[config.mk]
export PLATFORM = sky130hd
export DESIGN_NAME = lcdc_regwr_engine
export DESIGN_NICKNAME = d
export VERILOG_FILES = /design/src/rtl/lcdc_pkg.sv /design/src/rtl/lcdc_phase_timer.sv /design/src/rtl/lcdc_code_check.sv /design/src/rtl/lcdc_busy_watch.sv /design/src/rtl/lcdc_regwr_engine.sv
export SDC_FILE = /design/constraint.sdc
export NUM_CORES = 1
export LEC_CHECK = 0
export BUFFER_PORTS_ARGS = -buffer_cell sky130_fd_sc_hd__buf_2
export CAP_MARGIN = 20
export CORE_MARGIN = 1
export CORE_UTILIZATION = 45
export CTS_BUF_LIST = sky130_fd_sc_hd__clkbuf_4
export CTS_CLUSTER_DIAMETER = 50
export DETAILED_ROUTE_END_ITERATION = 16
export PLACE_DENSITY = 0.69
export SYNTH_ARGS = -nofsm -noshare
export SYNTH_HDL_FRONTEND = slang
export SYNTH_HIERARCHICAL = 1
export SYNTH_SLANG_ARGS = --single-unit
[constraint.sdc]
create_clock -name clk -period 1.71 [get_ports clk]
set_input_delay 0.342 -clock clk [delete_from_list [all_inputs] [get_ports clk]]
set_output_delay 0.342 -clock clk [all_outputs]
set_load 0.02 [all_outputs]
[src/rtl/lcdc_pkg.sv]
`timescale 1ns/1ps
package lcdc_pkg;

    typedef enum logic [3:0] {
        ST_IDLE,
        ST_BSY_SETUP,
        ST_BSY_HIGH,
        ST_BSY_DROP_E,
        ST_BSY_DROP_RW,
        ST_BSY_DROP_RS,
        ST_INS_SETUP,
        ST_INS_HIGH,
        ST_INS_HOLD,
        ST_DAT_SETUP,
        ST_DAT_HIGH,
        ST_DAT_HOLD
    } wr_state_e;

    typedef enum logic [1:0] {
        BUS_ZERO,
        BUS_CODE,
        BUS_VALUE
    } bus_src_e;

    typedef struct packed {
        logic     e;
        logic     rs;
        logic     rw;
        logic     rel_top;
        bus_src_e src;
    } pin_drive_t;

    function automatic int unsigned max3(input int unsigned a, input int unsigned b,
                                         input int unsigned c);
        int unsigned m;
        m = (a > b) ? a : b;
        return (m > c) ? m : c;
    endfunction

endpackage

[src/rtl/lcdc_phase_timer.sv]
`timescale 1ns/1ps
module lcdc_phase_timer #(
    parameter int unsigned CNT_W = 4
) (
    input  logic             clk,
    input  logic             rst_n,
    input  logic             restart,
    output logic [CNT_W-1:0] count
);

    localparam logic [CNT_W-1:0] CNT_TOP = {CNT_W{1'b1}};

    always_ff @(posedge clk or negedge rst_n) begin
        if (!rst_n) begin
            count <= '0;
        end else if (restart) begin
            count <= '0;
        end else if (count != CNT_TOP) begin
            count <= count + 1'b1;
        end
    end

endmodule

[src/rtl/lcdc_code_check.sv]
`timescale 1ns/1ps
module lcdc_code_check #(
    parameter int unsigned CODE_W = 4
) (
    input  logic [CODE_W-1:0] code,
    output logic              legal
);

    localparam logic [CODE_W-1:0] GAP_LO = CODE_W'(5);
    localparam logic [CODE_W-1:0] GAP_HI = CODE_W'(7);

    always_comb begin
        legal = (code < GAP_LO) || (code > GAP_HI);
    end

endmodule

[src/rtl/lcdc_busy_watch.sv]
`timescale 1ns/1ps
module lcdc_busy_watch #(
    parameter int unsigned LIMIT = 4096
) (
    input  logic clk,
    input  logic rst_n,
    input  logic polling,
    input  logic flag,
    output logic fault
);

    localparam int unsigned LIM_EFF = (LIMIT < 1) ? 1 : LIMIT;
    localparam int unsigned W       = $clog2(LIM_EFF + 1);
    localparam logic [W-1:0] LIM_V  = W'(LIM_EFF);

    logic [W-1:0] high_cnt;

    always_ff @(posedge clk or negedge rst_n) begin
        if (!rst_n) begin
            high_cnt <= '0;
        end else if (!polling) begin
            high_cnt <= '0;
        end else if (flag && high_cnt != LIM_V) begin
            high_cnt <= high_cnt + 1'b1;
        end
    end

    always_ff @(posedge clk or negedge rst_n) begin
        if (!rst_n) begin
            fault <= 1'b0;
        end else if (polling && flag && high_cnt == LIM_V) begin
            fault <= 1'b1;
        end
    end

    p_fault_sticky_r10: assert property (@(posedge clk) disable iff (!rst_n)
        fault |=> fault);

    p_fault_cause_r10: assert property (@(posedge clk) disable iff (!rst_n)
        $rose(fault) |-> $past(polling && flag));

endmodule

[src/rtl/lcdc_regwr_engine.sv]
`timescale 1ns/1ps
module lcdc_regwr_engine
    import lcdc_pkg::*;
#(
    parameter int unsigned DATA_W     = 8,
    parameter int unsigned CODE_W     = 4,
    parameter int unsigned SETUP_CYC  = 1,
    parameter int unsigned E_HIGH_CYC = 2,
    parameter int unsigned HOLD_CYC   = 1,
    parameter int unsigned BUSY_LIMIT = 4096
) (
    input  logic              clk,
    input  logic              rst_n,
    input  logic              req_valid,
    output logic              req_ready,
    input  logic [CODE_W-1:0] req_code,
    input  logic [DATA_W-1:0] req_val,
    output logic              req_err,
    output logic              lcd_e,
    output logic              lcd_rs,
    output logic              lcd_rw,
    output logic [DATA_W-1:0] lcd_db_out,
    output logic [DATA_W-1:0] lcd_db_oe,
    input  logic              lcd_db7_in,
    output logic              busy_fault
);

    localparam int unsigned SU_EFF = (SETUP_CYC  < 1) ? 1 : SETUP_CYC;
    localparam int unsigned EH_EFF = (E_HIGH_CYC < 1) ? 1 : E_HIGH_CYC;
    localparam int unsigned HO_EFF = (HOLD_CYC   < 1) ? 1 : HOLD_CYC;
    localparam int unsigned CNT_W  = $clog2(max3(SU_EFF, EH_EFF, HO_EFF) + 1);

    localparam logic [CNT_W-1:0] SU_LAST = CNT_W'(SU_EFF - 1);
    localparam logic [CNT_W-1:0] EH_LAST = CNT_W'(EH_EFF - 1);
    localparam logic [CNT_W-1:0] HO_LAST = CNT_W'(HO_EFF - 1);

    wr_state_e         state_q, state_n;
    logic [CNT_W-1:0]  phase_cnt;
    logic              code_legal;
    logic [CODE_W-1:0] code_q;
    logic [DATA_W-1:0] val_q;
    logic              err_q;
    pin_drive_t        drv;
    logic              accept;

    assign accept = req_valid && (state_q == ST_IDLE);

    lcdc_code_check #(.CODE_W(CODE_W)) i_code_check (
        .code  (req_code),
        .legal (code_legal)
    );

    lcdc_phase_timer #(.CNT_W(CNT_W)) i_phase_timer (
        .clk     (clk),
        .rst_n   (rst_n),
        .restart (state_n != state_q),
        .count   (phase_cnt)
    );

    lcdc_busy_watch #(.LIMIT(BUSY_LIMIT)) i_busy_watch (
        .clk     (clk),
        .rst_n   (rst_n),
        .polling (state_q == ST_BSY_HIGH),
        .flag    (lcd_db7_in),
        .fault   (busy_fault)
    );

    // next-state decision
    always_comb begin
        state_n = state_q;
        unique case (state_q)
            ST_IDLE:        if (req_valid && code_legal) state_n = ST_BSY_SETUP;
            ST_BSY_SETUP:   if (phase_cnt == SU_LAST)    state_n = ST_BSY_HIGH;
            ST_BSY_HIGH:    if (!lcd_db7_in && phase_cnt >= EH_LAST) state_n = ST_BSY_DROP_E;
            ST_BSY_DROP_E:  state_n = ST_BSY_DROP_RW;
            ST_BSY_DROP_RW: state_n = ST_BSY_DROP_RS;
            ST_BSY_DROP_RS: state_n = ST_INS_SETUP;
            ST_INS_SETUP:   if (phase_cnt == SU_LAST)    state_n = ST_INS_HIGH;
            ST_INS_HIGH:    if (phase_cnt == EH_LAST)    state_n = ST_INS_HOLD;
            ST_INS_HOLD:    if (phase_cnt == HO_LAST)    state_n = ST_DAT_SETUP;
            ST_DAT_SETUP:   if (phase_cnt == SU_LAST)    state_n = ST_DAT_HIGH;
            ST_DAT_HIGH:    if (phase_cnt == EH_LAST)    state_n = ST_DAT_HOLD;
            ST_DAT_HOLD:    if (phase_cnt == HO_LAST)    state_n = ST_IDLE;
            default:        state_n = ST_IDLE;
        endcase
    end

    // state register
    always_ff @(posedge clk or negedge rst_n) begin
        if (!rst_n) begin
            state_q <= ST_IDLE;
        end else begin
            state_q <= state_n;
        end
    end

    // request capture and error pulse
    always_ff @(posedge clk or negedge rst_n) begin
        if (!rst_n) begin
            code_q <= '0;
            val_q  <= '0;
            err_q  <= 1'b0;
        end else begin
            err_q <= accept && !code_legal;
            if (accept && code_legal) begin
                code_q <= req_code;
                val_q  <= req_val;
            end
        end
    end

    // pin drive per state
    always_comb begin
        drv = '{e: 1'b0, rs: 1'b0, rw: 1'b0, rel_top: 1'b0, src: BUS_ZERO};
        unique case (state_q)
            ST_IDLE:        ;
            ST_BSY_SETUP:   begin drv.rs = 1'b1; drv.rw = 1'b1; drv.rel_top = 1'b1; end
            ST_BSY_HIGH:    begin drv.e = 1'b1; drv.rs = 1'b1; drv.rw = 1'b1; drv.rel_top = 1'b1; end
            ST_BSY_DROP_E:  begin drv.rs = 1'b1; drv.rw = 1'b1; drv.rel_top = 1'b1; end
            ST_BSY_DROP_RW: begin drv.rs = 1'b1; drv.rel_top = 1'b1; end
            ST_BSY_DROP_RS: ;
            ST_INS_SETUP:   begin drv.rs = 1'b1; drv.src = BUS_CODE; end
            ST_INS_HIGH:    begin drv.e = 1'b1; drv.rs = 1'b1; drv.src = BUS_CODE; end
            ST_INS_HOLD:    begin drv.rs = 1'b1; drv.src = BUS_CODE; end
            ST_DAT_SETUP:   drv.src = BUS_VALUE;
            ST_DAT_HIGH:    begin drv.e = 1'b1; drv.src = BUS_VALUE; end
            ST_DAT_HOLD:    drv.src = BUS_VALUE;
            default:        ;
        endcase
    end

    always_comb begin
        lcd_e     = drv.e;
        lcd_rs    = drv.rs;
        lcd_rw    = drv.rw;
        lcd_db_oe = {~drv.rel_top, {(DATA_W-1){1'b1}}};
        unique case (drv.src)
            BUS_CODE:  lcd_db_out = DATA_W'(code_q);
            BUS_VALUE: lcd_db_out = val_q;
            default:   lcd_db_out = '0;
        endcase
        req_ready = (state_q == ST_IDLE);
        req_err   = err_q;
    end

    p_busy_release_r3: assert property (@(posedge clk) disable iff (!rst_n)
        (lcd_e && lcd_rw) |-> (lcd_rs && !lcd_db_oe[DATA_W-1] && (&lcd_db_oe[DATA_W-2:0])));

    p_rw_after_e_r4: assert property (@(posedge clk) disable iff (!rst_n)
        $fell(lcd_rw) |-> (!lcd_e && lcd_rs && !$past(lcd_e)));

    p_strobe_stable_r5: assert property (@(posedge clk) disable iff (!rst_n)
        (lcd_e && $past(lcd_e)) |-> ($stable(lcd_db_out) && $stable(lcd_rs) && $stable(lcd_rw)));

    p_no_ready_in_strobe_r8: assert property (@(posedge clk) disable iff (!rst_n)
        lcd_e |-> !req_ready);

    p_err_needs_req_r9: assert property (@(posedge clk) disable iff (!rst_n)
        req_err |-> $past(req_valid && req_ready));

    p_err_quiet_bus_r9: assert property (@(posedge clk) disable iff (!rst_n)
        req_err |-> (!lcd_e && !lcd_rs && !lcd_rw && req_ready));

endmodule

==> qor.yml, run 1 <==
status: "finished with violations"
violations: "setup timing"
vias: 1813
numPortBuffers: 30
root_buffer: "clkbuf_4"
area_growth_pct: 37.11
netlist_top_cells_area: "dfrtp_1, mux2_4, nor2_1"
die_h_um: 69.78
grt_pass1_wl_um: 8162
grt_pass1_vias: 1606
clk_path_buf_depth: 2
grt_usage_pct: 21.63
slew_violations: 0
dieArea_um2: 4869
final_area_um2: 2834
report.final.hold_viol_count: 0
detail-route-antenna-nets: 0
final_util_pct: 64.64
critPathKind: "reg -> out"
drtIter0Drc: 148
ir_drop_mv: 1.099
syn_inst: 207
critPathLaunch: "state_q[3]$_DFF_PN0_"
cts.sinks: 33
p_per_area_nw_per_um2: 1627
crit_arrival_ps: 1870
synth_seq_cells: 33
ys_types: 50
clock.fmax_ghz: 0.4511
synth_edf_count: 0
routed_wl_um: 5450
async_flop_share_pct: 100.0
initial_core_util_pct: 47.15
antenna_cells: 0
worst_ep_required_time_ps: 1370
drcViolationCount: 0
tns_ps: -6798
clock_latency_ps: 350
h-tree-depth: 2
yosysTopAreaCell: "dfrtp_1"
numCtsBuffers: 5
cts_tree: "built"
grt_start_max_net_pins: 18
final_nets: 292
antenna_found_initial: 0
synth_top_area_share_pct: 39.95
coreArea_um2: 4384
drive_above_1_share_pct: 45.22
yosysWarnings: 6
clock_skew_ps: 7.267
fin_ws_ps: -506.6
setup_viol: 28
post-dp-hpwl_um: 3449
placed_cells: 299
cp_cell_sequence: "nor2b_4 -> a22o_1 -> buf_4 -> ha_4 -> a22oi_2 -> nor2_4 -> buf_6"
grt_overflow: 0
synth_area_um2: 2067
min_from: "req_val[0]"
slowest_delay_ps: 450
avgRoutedWirePerCell_um: 16.82
dr.pass1.iters: 4
io_pins: 38
rsz0062_at_grt: "yes"
crit_path_start_kind: "flip-flop"
fp-row-count: 24
post-route-min-period_ps: 2217
die_w_um: 69.78
cp_max_fo: 4
seq_area_frac_synth_pct: 39.95
min_period_over_period_pct: 129.6
hp-class: "in -> reg"
leakagePower_uw: 0.001282
clk_pin_slew_ps: 110
avgViaCountPerCell: 5.596
reg2reg_from: "state_q[2]$_DFF_PN0_"
dpl_cell_area_um2: 2450
gp_congestion: 0.8316
final_cell_count_no_fill: 324
synth_most_common_cell: "dfrtp_1"
cap_violations: 0
crit_path_top_delay_cell: "dfrtp_2"
synthFlopType: "dfrtp_1"
worst_setup_path_end_kind: "output pin"
syn_avg_cell_area_um2: 9.985
synth_common_cells: "dfrtp_1, nor2_1, nand2_1, a21oi_1, inv_1"
holdWs_ps: 217.3
[what timing repair did]
| item | 4_1_cts | 5_1_grt |
|---|---|---|
| hold buffers | 1 | 0 |
| gates resized for setup | 21 | 23 |
| hold endpoints to repair | 16 | 0 |
| buffers inserted | 10 | 9 |
| cloned | 1 | 0 |
| setup endpoints to repair | 36 | 35 |
| pin swaps | 7 | 10 |
[power breakdown]
part	total (uW)	leakage (uW)	internal, uW	switching [uW]
sequential	1200	0.000426	1000	200
combinational	2800	0.000814	1440	1360
clock	609	0.0000433	320	289
total	4610	0.00128	2760	1850
[layout by cell type (no fill, tap or decap), drive strengths merged, types with 2 or more instances in the layout]
cell type,Yosys,layout
a21oi,12,12
a22oi,4,4
a31oi,2,2
and2,6,6
and4,2,2
buf,14,66
clkbuf,2,6
conb,1,7
dfrtp,33,33
ha,5,5
inv,11,10
mux2,12,12
mux2i,7,7
nand2,14,14
nand2b,4,4
nand3,6,6
nand3b,2,2
nand4,5,5
nor2,19,19
nor2b,2,2
nor3,2,2
nor4,7,7
nor4b,2,2
o211ai,3,3
o21ai,3,3
o31ai,4,4
o32ai,2,2
or4,4,4
xor2,3,3
[per-stage QoR]
| stage | setup WS, ps | total power (uW) |
|---|---|---|
| after floorplan | -25.48 | 2708 |
| after detailed placement | -135.6 | 3331 |
| after global routing | -587.6 | 4858 |
| after CTS | -473.0 | 4298 |
| after global placement | -68.46 | 3267 |
| final | -506.6 | 4611 |
[final timing paths]
| path | depth (start not counted) | slack (ps) | end |
|---|---|---|---|
| min in group asynchronous | 2 | 460 | code_q[3]$_DFFE_PN0P_ |
| hold / removal | 2 | 220 | val_q[0]$_DFFE_PN0P_ |
| hold reg to reg | 1 | 490 | i_busy_watch/fault$_DFFE_PN0P_ |
| max in group asynchronous | 3 | 800 | i_busy_watch/high_cnt[8]$_DFFE_PN0P_ |
| setup reg to reg | 7 | -200 | val_q[6]$_DFFE_PN0P_ |
| setup / recovery | 7 | -510 | lcd_db_out[1] |
[layout make-up]
| cell class | instances | area, um^2 |
|---|---|---|
| fillers | 341 | 1550 |
| multi-input cells | 153 | 1246 |
| flip-flops and latches | 33 | 829.5 |
| repair buffers | 67 | 569.3 |
| well taps | 52 | 65.06 |
| clock buffers | 6 | 45.04 |
| inverters | 11 | 45.04 |
| clock inverters | 2 | 33.78 |
[registers in the layout, indices dropped and copies added, names as in the netlist]
| name | flops |
|---|---|
| i_busy_watch/high_cnt | 13 |
| val_q | 8 |
| code_q | 4 |
| state_q | 4 |
| i_phase_timer/count | 2 |
| i_busy_watch/fault | 1 |
| req_err | 1 |
[critical path: cells and delay by family (launching register included)]
family                   cells  cell delay, ps
flip-flops                   1             450
buffers and inverters        2             280
adder cells (fa/ha/maj)      1             170
AND/OR/NAND/NOR              2             190
AO/OA/AOI/OAI                2             420
[kinds of logic (layout without fill, tap and decap cells)]
group	Yosys count	count (layout)	share of synthesized area, %
flops	33	33	39.95
mux	19	19	11.74
other cells	1	7	0.1814
fa+ha+maj	5	5	3.027
buf+inv	27	86	7.930
xor+xnor	4	4	1.695
compound gates	39	39	13.38
simple gates	79	79	22.10
[metal layers]
metal	share of wire [%]	up-vias	GRT usage, %
met5	0	-	0
met2	50	53	33.33
li1	-	868	-
met4	1.6	0	8.000
met3	3.7	7	3.634
met1	45	885	30.45
No activity file was read; power rests on OpenSTA's default activity.
==> inputs of run 2 (changes only) <==
--- a/config.mk
+++ b/config.mk
@@ -5,14 +5,13 @@
 export SDC_FILE = /design/constraint.sdc
 export NUM_CORES = 1
 export LEC_CHECK = 0
-export BUFFER_PORTS_ARGS = -buffer_cell sky130_fd_sc_hd__buf_2
 export CAP_MARGIN = 20
 export CORE_MARGIN = 1
 export CORE_UTILIZATION = 45
 export CTS_BUF_LIST = sky130_fd_sc_hd__clkbuf_4
 export CTS_CLUSTER_DIAMETER = 50
 export DETAILED_ROUTE_END_ITERATION = 16
-export PLACE_DENSITY = 0.69
+export DONT_BUFFER_PORTS = 1
 export SYNTH_ARGS = -nofsm -noshare
 export SYNTH_HDL_FRONTEND = slang
 export SYNTH_HIERARCHICAL = 1
==> run 2 against run 1 <==
  * Count of clock-buffer cells in the layout stayed put
  * Maximum frequency grew 5.0%
  * Die area stayed put
  * Clock skew rose by 5.8 ps
  * Critical path type unchanged
  * Largest cell class unchanged
  * Non-clock buffer count fell by 12
  * First-iteration DRC count rose by 25%
  * Via count down 0.99%
  * Worst hold slack worse by 140 ps
  * Final cell count decreased by 3.7%
  * Critical endpoint is now lcd_db_out[0]
  * Flip-flop and latch count did not move
  * Design area grew 2.3%
  * Combinational power is 16% higher
  * The flow still finishes with violations (setup timing)
==> qor.yml, run 2 (synthesis gave the netlist of run 1 again) <==
io_pins: 38  # unchanged
layout_common_cells: "buf_4, dfrtp_1, buf_6, nand2_1"
preCtsSetupSlack_ps: -32.57  # +103.0 ps
root_buffer: "clkbuf_4"
worst_ep_required_time_ps: 1370  # about the same
dr.pass1.iters: 4  # unchanged
slew_violations: 0  # unchanged
detail-route-antenna-nets: 0  # unchanged
grt_usage_pct: 23.29  # +1.7 points
rsz0062_at_grt: "yes"
antenna_found_initial: 0  # unchanged
report.final.hold_viol_count: 0  # unchanged
cts_tree: "built"
top_regs: "i_busy_watch/high_cnt (13), val_q (8)"
final_area_um2: 2900  # +2.3%
slowest_delay_ps: 440  # about the same
drcViolationCount: 0  # unchanged
final_util_pct: 66.15  # +1.5 points
critPathKind: "reg -> out"
crit_path_top_delay_cell: "dfrtp_2"
crit_arrival_ps: 1770  # -100 ps
cp.buffers_inverters: 1  # -1
top_register: "i_busy_watch/high_cnt"
cap_violations: 0  # unchanged
violations: "setup timing"
setup_viol: 40  # +43%
routed_wl_um: 5579  # +2.4%
crit_path_start_kind: "flip-flop"
holdPathStages: 2  # unchanged
clock_latency_ps: 350  # about the same
worst_setup_path_end_kind: "output pin"
cp_max_fo: 4  # unchanged
hp-class: "in -> reg"
numCtsBuffers: 5  # unchanged
area_growth_pct: 40.31
post-route-min-period_ps: 2111  # -106.1 ps
fp-row-count: 24  # unchanged
cpLargestDelayFamily: "flip-flops"
avgViaCountPerCell: 5.753  # +2.8%
clk_path_buf_depth: 2  # unchanged
gp_congestion: 0.8334  # +0.22%
grt_pass1_wl_um: 9032  # +11%
grt_overflow: 0  # unchanged
drive_above_1_share_pct: 49.23  # +4.0 points
h-tree-depth: 2  # unchanged
power.total_uw: 5091  # +10%
antenna_cells: 0  # unchanged
r2r_cells: 11  # +4
grt_pass1_vias: 1849  # +15%
clock.fmax_ghz: 0.4738  # +5.0%
fin_ws_ps: -400.6  # +106.1 ps
avgRoutedWirePerCell_um: 17.88  # +6.3%
leakagePower_uw: 0.001254  # -2.2%
largest_register_ffs: 13  # unchanged
die_h_um: 69.78  # unchanged
clock_skew_ps: 13.09  # +5.823 ps
vias: 1795  # -0.99%
dieArea_um2: 4869  # unchanged
post-dp-hpwl_um: 3273  # -5.1%
drtIter0Drc: 185  # +25%
grt_start_max_net_pins: 34  # +16
clk_pin_slew_ps: 110  # about the same
min_period_over_period_pct: 123.4  # -6.2 points
dpl_cell_area_um2: 2332  # -4.8%
initial_core_util_pct: 47.15  # unchanged
final_nets: 280  # -4.1%
cts.sinks: 33  # unchanged
final_common_cell: "buf_4"
coreArea_um2: 4384  # unchanged
ir_drop_mv: 1.193  # +8.6%
cp_cell_sequence: "nor2b_4 -> a22o_1 -> buf_6 -> ha_4 -> a22oi_2 -> nor2_4"
cp_num_cells: 6  # -1
die_w_um: 69.78  # unchanged
status: "finished with violations"
p_per_area_nw_per_um2: 1755  # +7.9%
numPortBuffers: 0  # -100%
==> run 2: cell count changes in the layout (fill, tap and decap cells not counted), sizes merged <==
cell,before,now
clkinvlp,1,0
clkbuf,6,7
inv,10,11
buf,66,53
==> run 2: layout make-up <==
cell class | instances | area (um^2)
Multi-Input combinational cell | 153 | 1318
Fill cell | 323 | 1484
Inverter | 11 | 46.29
Timing Repair Buffer | 55 | 561.8
Clock inverter | 2 | 33.78
Tap cell | 52 | 65.06
Sequential cell | 33 | 830.8
Clock buffer | 6 | 45.04
==> run 2: routing by layer <==
metal  vias up  global-route usage (%)  wire length (um)
li1        841                       -                 -
met1       905                   28.58              2319
met2        38                   40.71              3004
met3        11                   4.506               163
met4         0                   7.778                92
met5         -                       0                 0
==> run 2: report_power, final <==
| group | internal (uW) | leakage, uW | switching [uW] |
|---|---|---|---|
| Sequential | 1010 | 0.000424 | 213 |
| Combinational | 1770 | 0.000787 | 1490 |
| Clock | 320 | 0.0000433 | 291 |
| Total | 3100 | 0.00125 | 1990 |
==> run 2: repair_timing <==
action | in CTS | in global routing
hold buffers | 2 | 0
endpoints found under the hold margin | 33 | 0
buffers inserted | 18 | 10
setup endpoints to repair | 15 | 41
cloned | 0 | 1
gates resized for setup | 50 | 20
pin swaps | 23 | 14
==> run 2: path summary, 6_finish.rpt <==
kind / from / slack [ps] / endpoint
worst min-delay path: req_valid / 80 / req_err$_DFF_PN0_
worst max-delay path: state_q[3]$_DFF_PN0_ / -400 / lcd_db_out[0]
worst max register to register: state_q[0]$_DFF_PN0_ / -260 / i_phase_timer/count[1]$_DFFE_PN0P_
min in group asynchronous: rst_n / 460 / i_busy_watch/high_cnt[4]$_DFFE_PN0P_
worst min register to register: val_q[6]$_DFFE_PN0P_ / 520 / val_q[6]$_DFFE_PN0P_
max in group asynchronous: rst_n / 1070 / state_q[1]$_DFF_PN0_
==> run 2: metrics by stage <==
| stage | TNS [ps] | std cells | hold slack [ps] |
|---|---|---|---|
| after CTS | -5481 | 302 | 66.93 |
| final | -7693 | 312 | 82.18 |
| after global routing | -10890 | 312 | 69.46 |
| after global placement | 0 | 275 | 47.21 |
| after detailed placement | -76.24 | 275 | 47.23 |
| after floorplan | -79.42 | 213 | 46.41 |
